==> config.mk <==
export PLATFORM = sky130hd
export DESIGN_NAME = lcell_top
export DESIGN_NICKNAME = d
export VERILOG_FILES = /design/src/rtl/lcell_pkg.sv /design/src/rtl/lcell_lut4.sv /design/src/rtl/lcell_pinsel.sv /design/src/rtl/lcell_loader.sv /design/src/rtl/lcell_top.sv
export SDC_FILE = /design/constraint.sdc
export NUM_CORES = 1
export LEC_CHECK = 0
export BUFFER_PORTS_ARGS = -buffer_cell sky130_fd_sc_hd__buf_2
export CAP_MARGIN = 40
export CORE_MARGIN = 5
export CORE_UTILIZATION = 55
export CTS_CLUSTER_DIAMETER = 60
export DETAILED_ROUTE_END_ITERATION = 6
export PLACE_DENSITY = 0.71
export SLEW_MARGIN = 20
export SYNTH_ARGS = -nofsm -noshare
export SYNTH_HDL_FRONTEND = slang
export SYNTH_SLANG_ARGS = --single-unit
==> constraint.sdc <==
create_clock -name clk -period 10.47 [get_ports clk]
set_input_delay 1.5705 -clock clk [delete_from_list [all_inputs] [get_ports clk]]
set_output_delay 1.5705 -clock clk [all_outputs]
set_load 0.01 [all_outputs]
==> src/rtl/lcell_pkg.sv <==
package lcell_pkg;

    localparam int NSEL     = 9;   // selector slots in the widest structure
    localparam int BODY_MAX = 13;  // bytes after the header in the longest record
    localparam int IDX_W    = $clog2(BODY_MAX + 1);

    typedef enum logic [1:0] {
        K_SINGLE  = 2'd0,
        K_CASCADE = 2'd1,
        K_MUXED   = 2'd2,
        K_BAD     = 2'd3
    } kind_e;

    typedef logic [BODY_MAX-1:0][7:0] body_t;

    typedef struct packed {
        kind_e                 kind;
        logic [NSEL-1:0][7:0]  sel;
        logic [15:0]           tt_a;
        logic [15:0]           tt_b;
    } cell_cfg_t;

    // number of bytes that follow the header
    function automatic logic [IDX_W-1:0] body_len(kind_e k);
        case (k)
            K_SINGLE:  return IDX_W'(6);
            K_CASCADE: return IDX_W'(11);
            default:   return IDX_W'(13);
        endcase
    endfunction

    // b[i] holds record byte i+1
    function automatic cell_cfg_t unpack_body(kind_e k, body_t b);
        cell_cfg_t c;
        c      = '0;
        c.kind = k;
        for (int i = 0; i < 4; i++) c.sel[i] = b[i];
        case (k)
            K_SINGLE: begin
                c.tt_a = {b[4], b[5]};
            end
            K_CASCADE: begin
                for (int i = 4; i < 7; i++) c.sel[i] = b[i];
                c.tt_a = {b[7], b[8]};
                c.tt_b = {b[9], b[10]};
            end
            default: begin
                for (int i = 4; i < NSEL; i++) c.sel[i] = b[i];
                c.tt_a = {b[9], b[10]};
                c.tt_b = {b[11], b[12]};
            end
        endcase
        return c;
    endfunction

    function automatic logic any_sel_above(cell_cfg_t c, int unsigned lim);
        logic bad;
        bad = 1'b0;
        for (int i = 0; i < NSEL; i++)
            if (int'(c.sel[i]) > int'(lim)) bad = 1'b1;
        return bad;
    endfunction

endpackage

==> src/rtl/lcell_lut4.sv <==
module lcell_lut4 (
    input  logic [15:0] tt_i,
    input  logic [3:0]  idx_i,
    output logic        y_o
);
    assign y_o = tt_i[idx_i];
endmodule

==> src/rtl/lcell_pinsel.sv <==
module lcell_pinsel
    import lcell_pkg::*;
#(
    parameter int NLEAF = 9
) (
    input  logic [NSEL-1:0][7:0] sel_i,
    input  logic [NLEAF-1:0]     leaf_i,
    output logic [NSEL-1:0]      pin_o
);
    function automatic logic route(logic [7:0] s, logic [NLEAF-1:0] lv);
        logic r;
        r = 1'b0;
        if (s == 8'd1) r = 1'b1;
        for (int l = 0; l < NLEAF; l++)
            if (int'(s) == l + 2) r = lv[l];
        return r;
    endfunction

    for (genvar g = 0; g < NSEL; g++) begin : g_pin
        assign pin_o[g] = route(sel_i[g], leaf_i);
    end
endmodule

==> src/rtl/lcell_loader.sv <==
module lcell_loader
    import lcell_pkg::*;
#(
    parameter int NLEAF = 9
) (
    input  logic       clk,
    input  logic       rst_n,
    input  logic [7:0] byte_i,
    input  logic       valid_i,
    output cell_cfg_t  cfg_o,
    output logic       done_o,
    output logic       err_o,
    output logic       hdr_wait_o
);
    localparam int unsigned SEL_MAX = NLEAF + 1;

    typedef struct packed {
        logic            busy;
        kind_e           kind;
        logic [IDX_W-1:0] idx;
        body_t           body;
        cell_cfg_t       cfg;
        logic            done;
        logic            err;
    } ld_state_t;

    ld_state_t st_d, st_q;
    body_t     body_nxt;
    cell_cfg_t cand;

    always_comb begin
        st_d      = st_q;
        st_d.done = 1'b0;
        st_d.err  = 1'b0;
        body_nxt  = st_q.body;
        for (int i = 0; i < BODY_MAX; i++)
            if (int'(st_q.idx) == i) body_nxt[i] = byte_i;
        cand = unpack_body(st_q.kind, body_nxt);
        if (valid_i) begin
            if (!st_q.busy) begin
                if (byte_i <= 8'd2) begin
                    st_d.busy = 1'b1;
                    st_d.kind = kind_e'(byte_i[1:0]);
                    st_d.idx  = '0;
                    st_d.body = '0;
                end else begin
                    st_d.err  = 1'b1;
                end
            end else begin
                st_d.body = body_nxt;
                if (st_q.idx == body_len(st_q.kind) - IDX_W'(1)) begin
                    st_d.busy = 1'b0;
                    st_d.cfg  = cand;
                    st_d.done = 1'b1;
                    st_d.err  = any_sel_above(cand, SEL_MAX);
                end else begin
                    st_d.idx  = st_q.idx + IDX_W'(1);
                end
            end
        end
    end

    always_ff @(posedge clk) begin
        if (!rst_n) st_q <= '0;
        else        st_q <= st_d;
    end

    assign cfg_o      = st_q.cfg;
    assign done_o     = st_q.done;
    assign err_o      = st_q.err;
    assign hdr_wait_o = !st_q.busy;
endmodule

==> src/rtl/lcell_top.sv <==
module lcell_top
    import lcell_pkg::*;
#(
    parameter int NLEAF = 9
) (
    input  logic             clk,
    input  logic             rst_n,
    input  logic [7:0]       cfg_byte,
    input  logic             cfg_valid,
    output logic             cfg_ready,
    output logic             rec_done,
    output logic             rec_err,
    input  logic [NLEAF-1:0] leaf_in,
    output logic             func_out
);
    cell_cfg_t       act_cfg;
    kind_e           act_kind;
    logic            hdr_wait;
    logic [NSEL-1:0] pin;
    logic [3:0]      idx_b;
    logic            y_a;
    logic            y_b;

    assign cfg_ready = 1'b1;
    assign act_kind  = act_cfg.kind;

    lcell_loader #(.NLEAF(NLEAF)) u_loader (
        .clk        (clk),
        .rst_n      (rst_n),
        .byte_i     (cfg_byte),
        .valid_i    (cfg_valid),
        .cfg_o      (act_cfg),
        .done_o     (rec_done),
        .err_o      (rec_err),
        .hdr_wait_o (hdr_wait)
    );

    lcell_pinsel #(.NLEAF(NLEAF)) u_pinsel (
        .sel_i  (act_cfg.sel),
        .leaf_i (leaf_in),
        .pin_o  (pin)
    );

    lcell_lut4 u_lut_a (
        .tt_i  (act_cfg.tt_a),
        .idx_i (pin[3:0]),
        .y_o   (y_a)
    );

    assign idx_b = (act_kind == K_CASCADE) ? {y_a, pin[6:4]} : pin[7:4];

    lcell_lut4 u_lut_b (
        .tt_i  (act_cfg.tt_b),
        .idx_i (idx_b),
        .y_o   (y_b)
    );

    always_comb begin
        case (act_kind)
            K_SINGLE:  func_out = y_a;
            K_CASCADE: func_out = y_b;
            K_MUXED:   func_out = pin[8] ? y_b : y_a;
            default:   func_out = 1'b0;
        endcase
    end
endmodule

* Word level (Yosys, flattened, before mapping)
Index checks and enable logic that the tools add are counted.
W data, S select, Z words.
** Cells by class
- $lt $le $gt $ge :: 12
- Equality and inequality tests :: 107
- Muxes and demuxes :: 134
- Reductions and logical operators :: 11
- Add/sub/neg operators :: 2
- Bitwise gates (word level) :: 1
** Operator list (number)
- $eq A8 B4 Y1 const B :: 36
- $eq A8 B5 Y1 const B :: 27
- $eq A8 B3 Y1 const B :: 18
- $mux W111 :: 1
- $mux W108 :: 1
- $mux W1 :: 106
- $mux W8 :: 13
- $eq A8 B1 Y1 const B :: 9
- $gt A8 B4 Y1 const B :: 9
- $pmux W16 S2 :: 2
- $eq A4 B4 Y1 const B :: 8
- $mux W24 :: 1
- $mux W16 :: 1
- $mux W4 :: 4
- $eq A4 B3 Y1 const B :: 3
- $reduce_and A3 Y1 :: 4
- $lt A4 B5 Y1 const B :: 2
- $bmux W1 S4 :: 2
- $le A8 B2 Y1 const B :: 1
- $pmux W4 S2 :: 1
- $add A4 B1 Y4 const B :: 1
- $eq A2 B1 Y1 const B :: 2
- $eq A4 B2 Y1 const B :: 1
- $eq A4 B4 Y1 :: 1
- 11 further kinds :: 13
** Storage, ports and cells
- Register bits after elaboration :: 219
- Word-level logic and storage cells :: 297
- Input bits :: 20

* Longest topological paths before layout
- Word-level depth :: 18
- Mapped depth :: 13
- Depth with buffers taken out :: 10

* Cells and area by module
Synthesis repeated with hierarchy kept, for this count alone.
** Second synthesis, totals
- Cells, all modules :: 1396
- Area total of the unflattened synthesis :: 11848.9 um2
** Modules (own cells, without submodules)
- lcell_loader :: area each 10562.6 um2, seq. area each 4384.2 um2, times used 1, cells an instance 1220
- lcell_pinsel :: area each 939.7 um2, seq. area each 0.0 um2, times used 1, cells an instance 153
- lcell_lut4 :: area each 135.1 um2, seq. area each 0.0 um2, times used 2, cells an instance 7
- lcell_top :: area each 76.3 um2, seq. area each 0.0 um2, times used 1, cells an instance 9

* Worst setup path before layout
Ideal clock, no wire load.
- Path kind :: input-to-output
- Start :: input leaf_in[4]
- End :: output func_out
- Required time :: 8899 ps
- Stages on the path :: 9
- Arrival time :: 3976 ps
- Setup slack :: 4924 ps
- Path buffers :: 1
- Path through :: buf_4 -> mux2_1 -> mux4_2 -> o221ai_4 -> a211oi_4 -> o41ai_2 -> a31oi_1 -> or4b_1 -> o311ai_1
** On the way
- Longest elaborated chain between the ends :: 12
- Elaborated cells on any way between the ends :: 52
- Classes of those cells :: mux (52)
** RTL lines
- start, declared :: line lcell_top.sv:13 : input logic [NLEAF-1:0] leaf_in,
- $mux W1 (5 in a row) :: line lcell_pinsel.sv:15 : if (int'(s) == l + 2) r = lv[l];
- $bmux W1 S4 :: line lcell_lut4.sv:6 : assign y_o = tt_i[idx_i];
- $mux W1 (not written as such) :: line lcell_lut4.sv:6
- $mux W4 :: line lcell_top.sv:50 : assign idx_b = (act_kind == K_CASCADE) ? {y_a, pin[6:4]} : pin[7:4];
- $bmux W1 S4 :: line lcell_lut4.sv:6
- $mux W1 (not written as such) :: line lcell_lut4.sv:6
- $mux W1 :: line lcell_top.sv:62 : K_MUXED: func_out = pin[8] ? y_b : y_a;
- $pmux W1 S3 * :: line lcell_top.sv:59 : case (act_kind)
- end, declared :: line lcell_top.sv:14 : output logic func_out
Mark *: on every way between the ends. The rest lies on a longest branch, timed or not. The select of a mux whose other input is x is not followed.

* Worst setup path after layout
Same ends and word-level chain as after synthesis.

==> impl_metrics.sql <==
INSERT INTO impl_metrics (metric_group, metric, value, unit) VALUES
('global_route', 'grt_antenna_before_repair', '1', ''),
('routing', 'wl', '32000', 'µm'),
('cells_and_area', 'n_antenna_cell', '0', ''),
('job', 'reported_max_cap_violation_count', '0', ''),
('worst_setup_path', 'element_type_at_the_critical_path_end', 'primary output', ''),
('floorplan', 'chipWidth', '152', 'µm'),
('floorplan', 'die_height', '152', 'µm'),
('sta', 'final_max_slew_viol_count', '0', ''),
('floorplan', 'fp.coreArea', '0.0201', 'mm²'),
('sta', 'worst_margin_slew', '0.800', 'ns'),
('synth', 'synth_enable_flop_cells', '0', ''),
('clock_network', 'hold_buffers', '0', ''),
('cells_and_area', 'fin_cells', '1584', ''),
('worst_setup_path', 'timing.critical_path.mode_cell', 'buf_2', ''),
('synth', 'yosysTopAreaCellShare', '39.3', '%'),
('outcome', 'outcome', 'complete, no violations', ''),
('worst_hold_path', 'worstHoldPathType', 'reg2reg', ''),
('synth', 'mappedNetlistNets', '1374', ''),
('routing', 'post_detailed_route_drc_marker_count', '0', ''),
('sta', 'max-slew-margin-rel', '46.5', '%'),
('worst_setup_path', 'critical_path.max_stage_delay', '0.54', 'ns'),
('routing', 'via_count', '9956', ''),
('global_route', 'first_global_vias', '8988', ''),
('synth', 'synth_largest_area_cell', 'dfxtp_1', ''),
('floorplan', 'boundaryPins', '24', ''),
('cells_and_area', 'seqCellArea', '0.00438', 'mm²'),
('synth', 'synth.avg_cell_area', '8.26', 'µm²'),
('routing', 'routed_via_density', '6.29', ''),
('synth', 'netlist_area', '0.0112', 'mm²'),
('clock_network', 'clockRootBuffer', 'clkbuf_16', ''),
('place', 'placed_instances', '1538', ''),
('synth', 'synth.top_cells.by_area', 'dfxtp_1 39%, mux2i_1 9.4%, nor2_1 7.1%', ''),
('global_route', 'grt_first_pass_wirelength', '50700', 'µm'),
('sta', 'maximum_clock_rate', '0.168', 'GHz'),
('sta', 'setup_repair_after_global_routing_missed_its_margin', 'false', ''),
('routing', 'firstDrtPassIters', '5', ''),
('pwr', 'vdd_ir_max', '0.106', 'mV'),
('clock_network', 'cts_tree', 'built', ''),
('global_route', 'grt_start_max_net_pins', '78', ''),
('sta', 'clock-skew-final', '0.0208', 'ns'),
('clock_network', 'post_cts.repair.setup_buffers', '0', ''),
('worst_setup_path', 'timing.critical_path.cells', 'buf_2 > mux2_1 > mux4_2 > o221ai_4 > a211oi_1 > o41ai_2 > a31oi_1 > or4b_1 > o311ai_1 > buf_2', ''),
('synth', 'synth_seq_area_share', '39.3', '%'),
('global_route', 'grt-ovfl-total', '0', ''),
('synth', 'yosys_register_bits', '219', ''),
('cells_and_area', 'final_nets', '1320', ''),
('cells_and_area', 'multi_input_comb_area', '0.00626', 'mm²'),
('cells_and_area', 'flow.area_growth_from_synthesis', '9.77', '%'),
('clock_network', 'maximum_buffer_depth_of_the_clock_tree', '3', ''),
('worst_setup_path', 'critPathRequiredTime', '8.90', 'ns'),
('sta', 'setup-violations-final', '0', ''),
('cells_and_area', 'layout-drive-gt1-share', '9.51', '%'),
('synth', 'synthDistinctLibCells', '72', ''),
('sta', 'period_utilisation_layout', '57.0', '%'),
('worst_setup_path', 'worstPathArrival', '4.40', 'ns'),
('worst_setup_path', 'critical_path.n_buffers_inverters', '2', ''),
('routing', 'drtAntennaViolNets', '0', ''),
('worst_setup_path', 'cell_with_the_biggest_individual_delay_on_the_critical_path', 'or4b_1', ''),
('worst_setup_path', 'worstSetupStartpointType', 'input port', ''),
('synth', 'ys.warnings.count', '0', ''),
('clock_network', 'cts-buffers-inserted', '25', ''),
('clock_network', 'clock_tree.htree_level_count', '1', ''),
('synth', 'ys.flop_type', 'dfxtp_1', ''),
('synth', 'async_set_reset_flop_share_out_of_synthesis', '0', '%'),
('worst_setup_path', 'timing.setup.critical_path_class', 'in2out', ''),
('worst_setup_path', 'worst_path_max_fanout', '9', ''),
('clock_network', 'cts_sinks', '219', ''),
('floorplan', 'core.rowCount', '52', ''),
('routing', 'detail_route.wl_per_cell', '20.2', 'µm'),
('clock_network', 'ctsResizeCount', '0', ''),
('floorplan', 'die_area', '0.0232', 'mm²');
-- cells by family after synthesis --
family,Yosys count,synth area share [%]
buffers and inverters,130,4.74
adders and majority gates,4,0.449
DFF,219,39.3
and+or+nand+nor,513,21.4
muxes,136,12.7
other,1,0.0336
xor gates and xnor gates,2,0.157
AOI/OAI and AO/OA,345,21.2
-- worst paths after layout --
kind,cells past startpoint,end,slack [ns],startpoint
setup / recovery,10,func_out,4.50,leaf_in[4]
hold / removal,2,u_loader.cfg_o[100]$_SDFFE_PN0P_,0.46,u_loader.cfg_o[100]$_SDFFE_PN0P_
setup reg to reg,10,u_loader.cfg_o[99]$_SDFFE_PN0P_,6.87,u_loader.cand[105]$_SDFFE_PN0P_
hold reg to reg,2,u_loader.cfg_o[100]$_SDFFE_PN0P_,0.46,u_loader.cfg_o[100]$_SDFFE_PN0P_
-- stage by stage --
| stage | total power, mW | setup WS (ns) | area (µm²) | util [%] | hold WS, ns |
|---|---|---|---|---|---|
| 6_report | 1.87 | 4.50 | 12200 | 60.9 | 0.455 |
| 5_1_grt | 1.91 | 4.33 | 12200 | 60.9 | 0.481 |
| 2_1_floorplan | 0.885 | 4.92 | 11200 | - | 0.432 |
| 3_5_place_dp | 0.905 | 4.53 | 11300 | 56.3 | 0.447 |
| 3_3_place_gp | 0.903 | 4.56 | 11200 | 55.7 | 0.442 |
| 4_1_cts | 1.87 | 4.52 | 12200 | 60.9 | 0.455 |
-- registers in the layout, indices dropped and copies added, names as in the netlist --
| register | count |
|---|---|
| u_loader.st_q | 109 |
| u_loader.done_o | 1 |
| u_loader.cand | 2 |
| u_loader.err_o | 1 |
| u_loader.cfg_o | 106 |
-- Yosys cell counts, types with 3 or more instances --
cell and number:
mux2_2 28, buf_4 4, ha_1 4, nand3b_1 21, o22ai_1 4, a211oi_1 27
a2111oi_0 5, nand3_1 8, or4_1 6, mux2i_1 105, a31oi_1 6, a21oi_1 111
a221oi_1 19, o211a_1 12, clkbuf_1 93, nor4bb_1 4, nor4_1 7, a22oi_1 63
o21ai_0 38, nor2b_1 42, buf_1 15, nor3b_1 10, nor2_1 211, nand2_1 123
buf_6 3, dfxtp_1 219, nor3_1 44, nand2b_1 9, o211ai_1 4, a21o_1 6
inv_1 11, buf_2 3, nand4_1 8, and3_1 6, o21ai_1 5, and2_1 7
a311oi_1 18
-- per-layer routing --
layer / GRT usage (%) / wire [µm]
met1: 39.1 / 14700
met2: 40.6 / 14300
met3: 3.75 / 2380
met4: 6.07 / 637
met5: 0 / 0
-- worst reg2reg max path, cell delays in order (launching register included) --
cell and delay [ns]:
dfxtp_1 0.30, buf_4 0.47, nand2b_1 0.63, nand2_1 0.11
o22ai_1 0.13, and3_1 0.38, and2_4 0.27, buf_4 0.46
buf_12 0.32, nand3_1 0.25, a21oi_1 0.22
-- final cells by class --
cell class | count | area share (%)
clock buffers | 29 | 5.40
clock inverters | 16 | 2.15
inverters | 12 | 0.388
multi-input cells | 1001 | 51.1
flip-flops and latches | 219 | 35.8
well taps | 270 | 2.76
repair buffers | 37 | 2.38
-- placed cells by master (no fill, tap or decap), types with 22 or more instances in the layout --
cell,n
nor3_1,44
nand2_1,121
nor2b_1,42
a211oi_1,27
mux2_2,28
buf_2,22
mux2i_1,105
nor2_1,211
o21ai_0,38
a22oi_1,63
clkbuf_16,25
a21oi_1,111
dfxtp_1,219
-- report_power, final --
part	total (mW)	switching [mW]	internal, mW
registers	0.834	0.000212	0.833
logic	0.0538	0.0420	0.0118
clock network	0.980	0.357	0.624
Power figures use the tool's default switching activity.
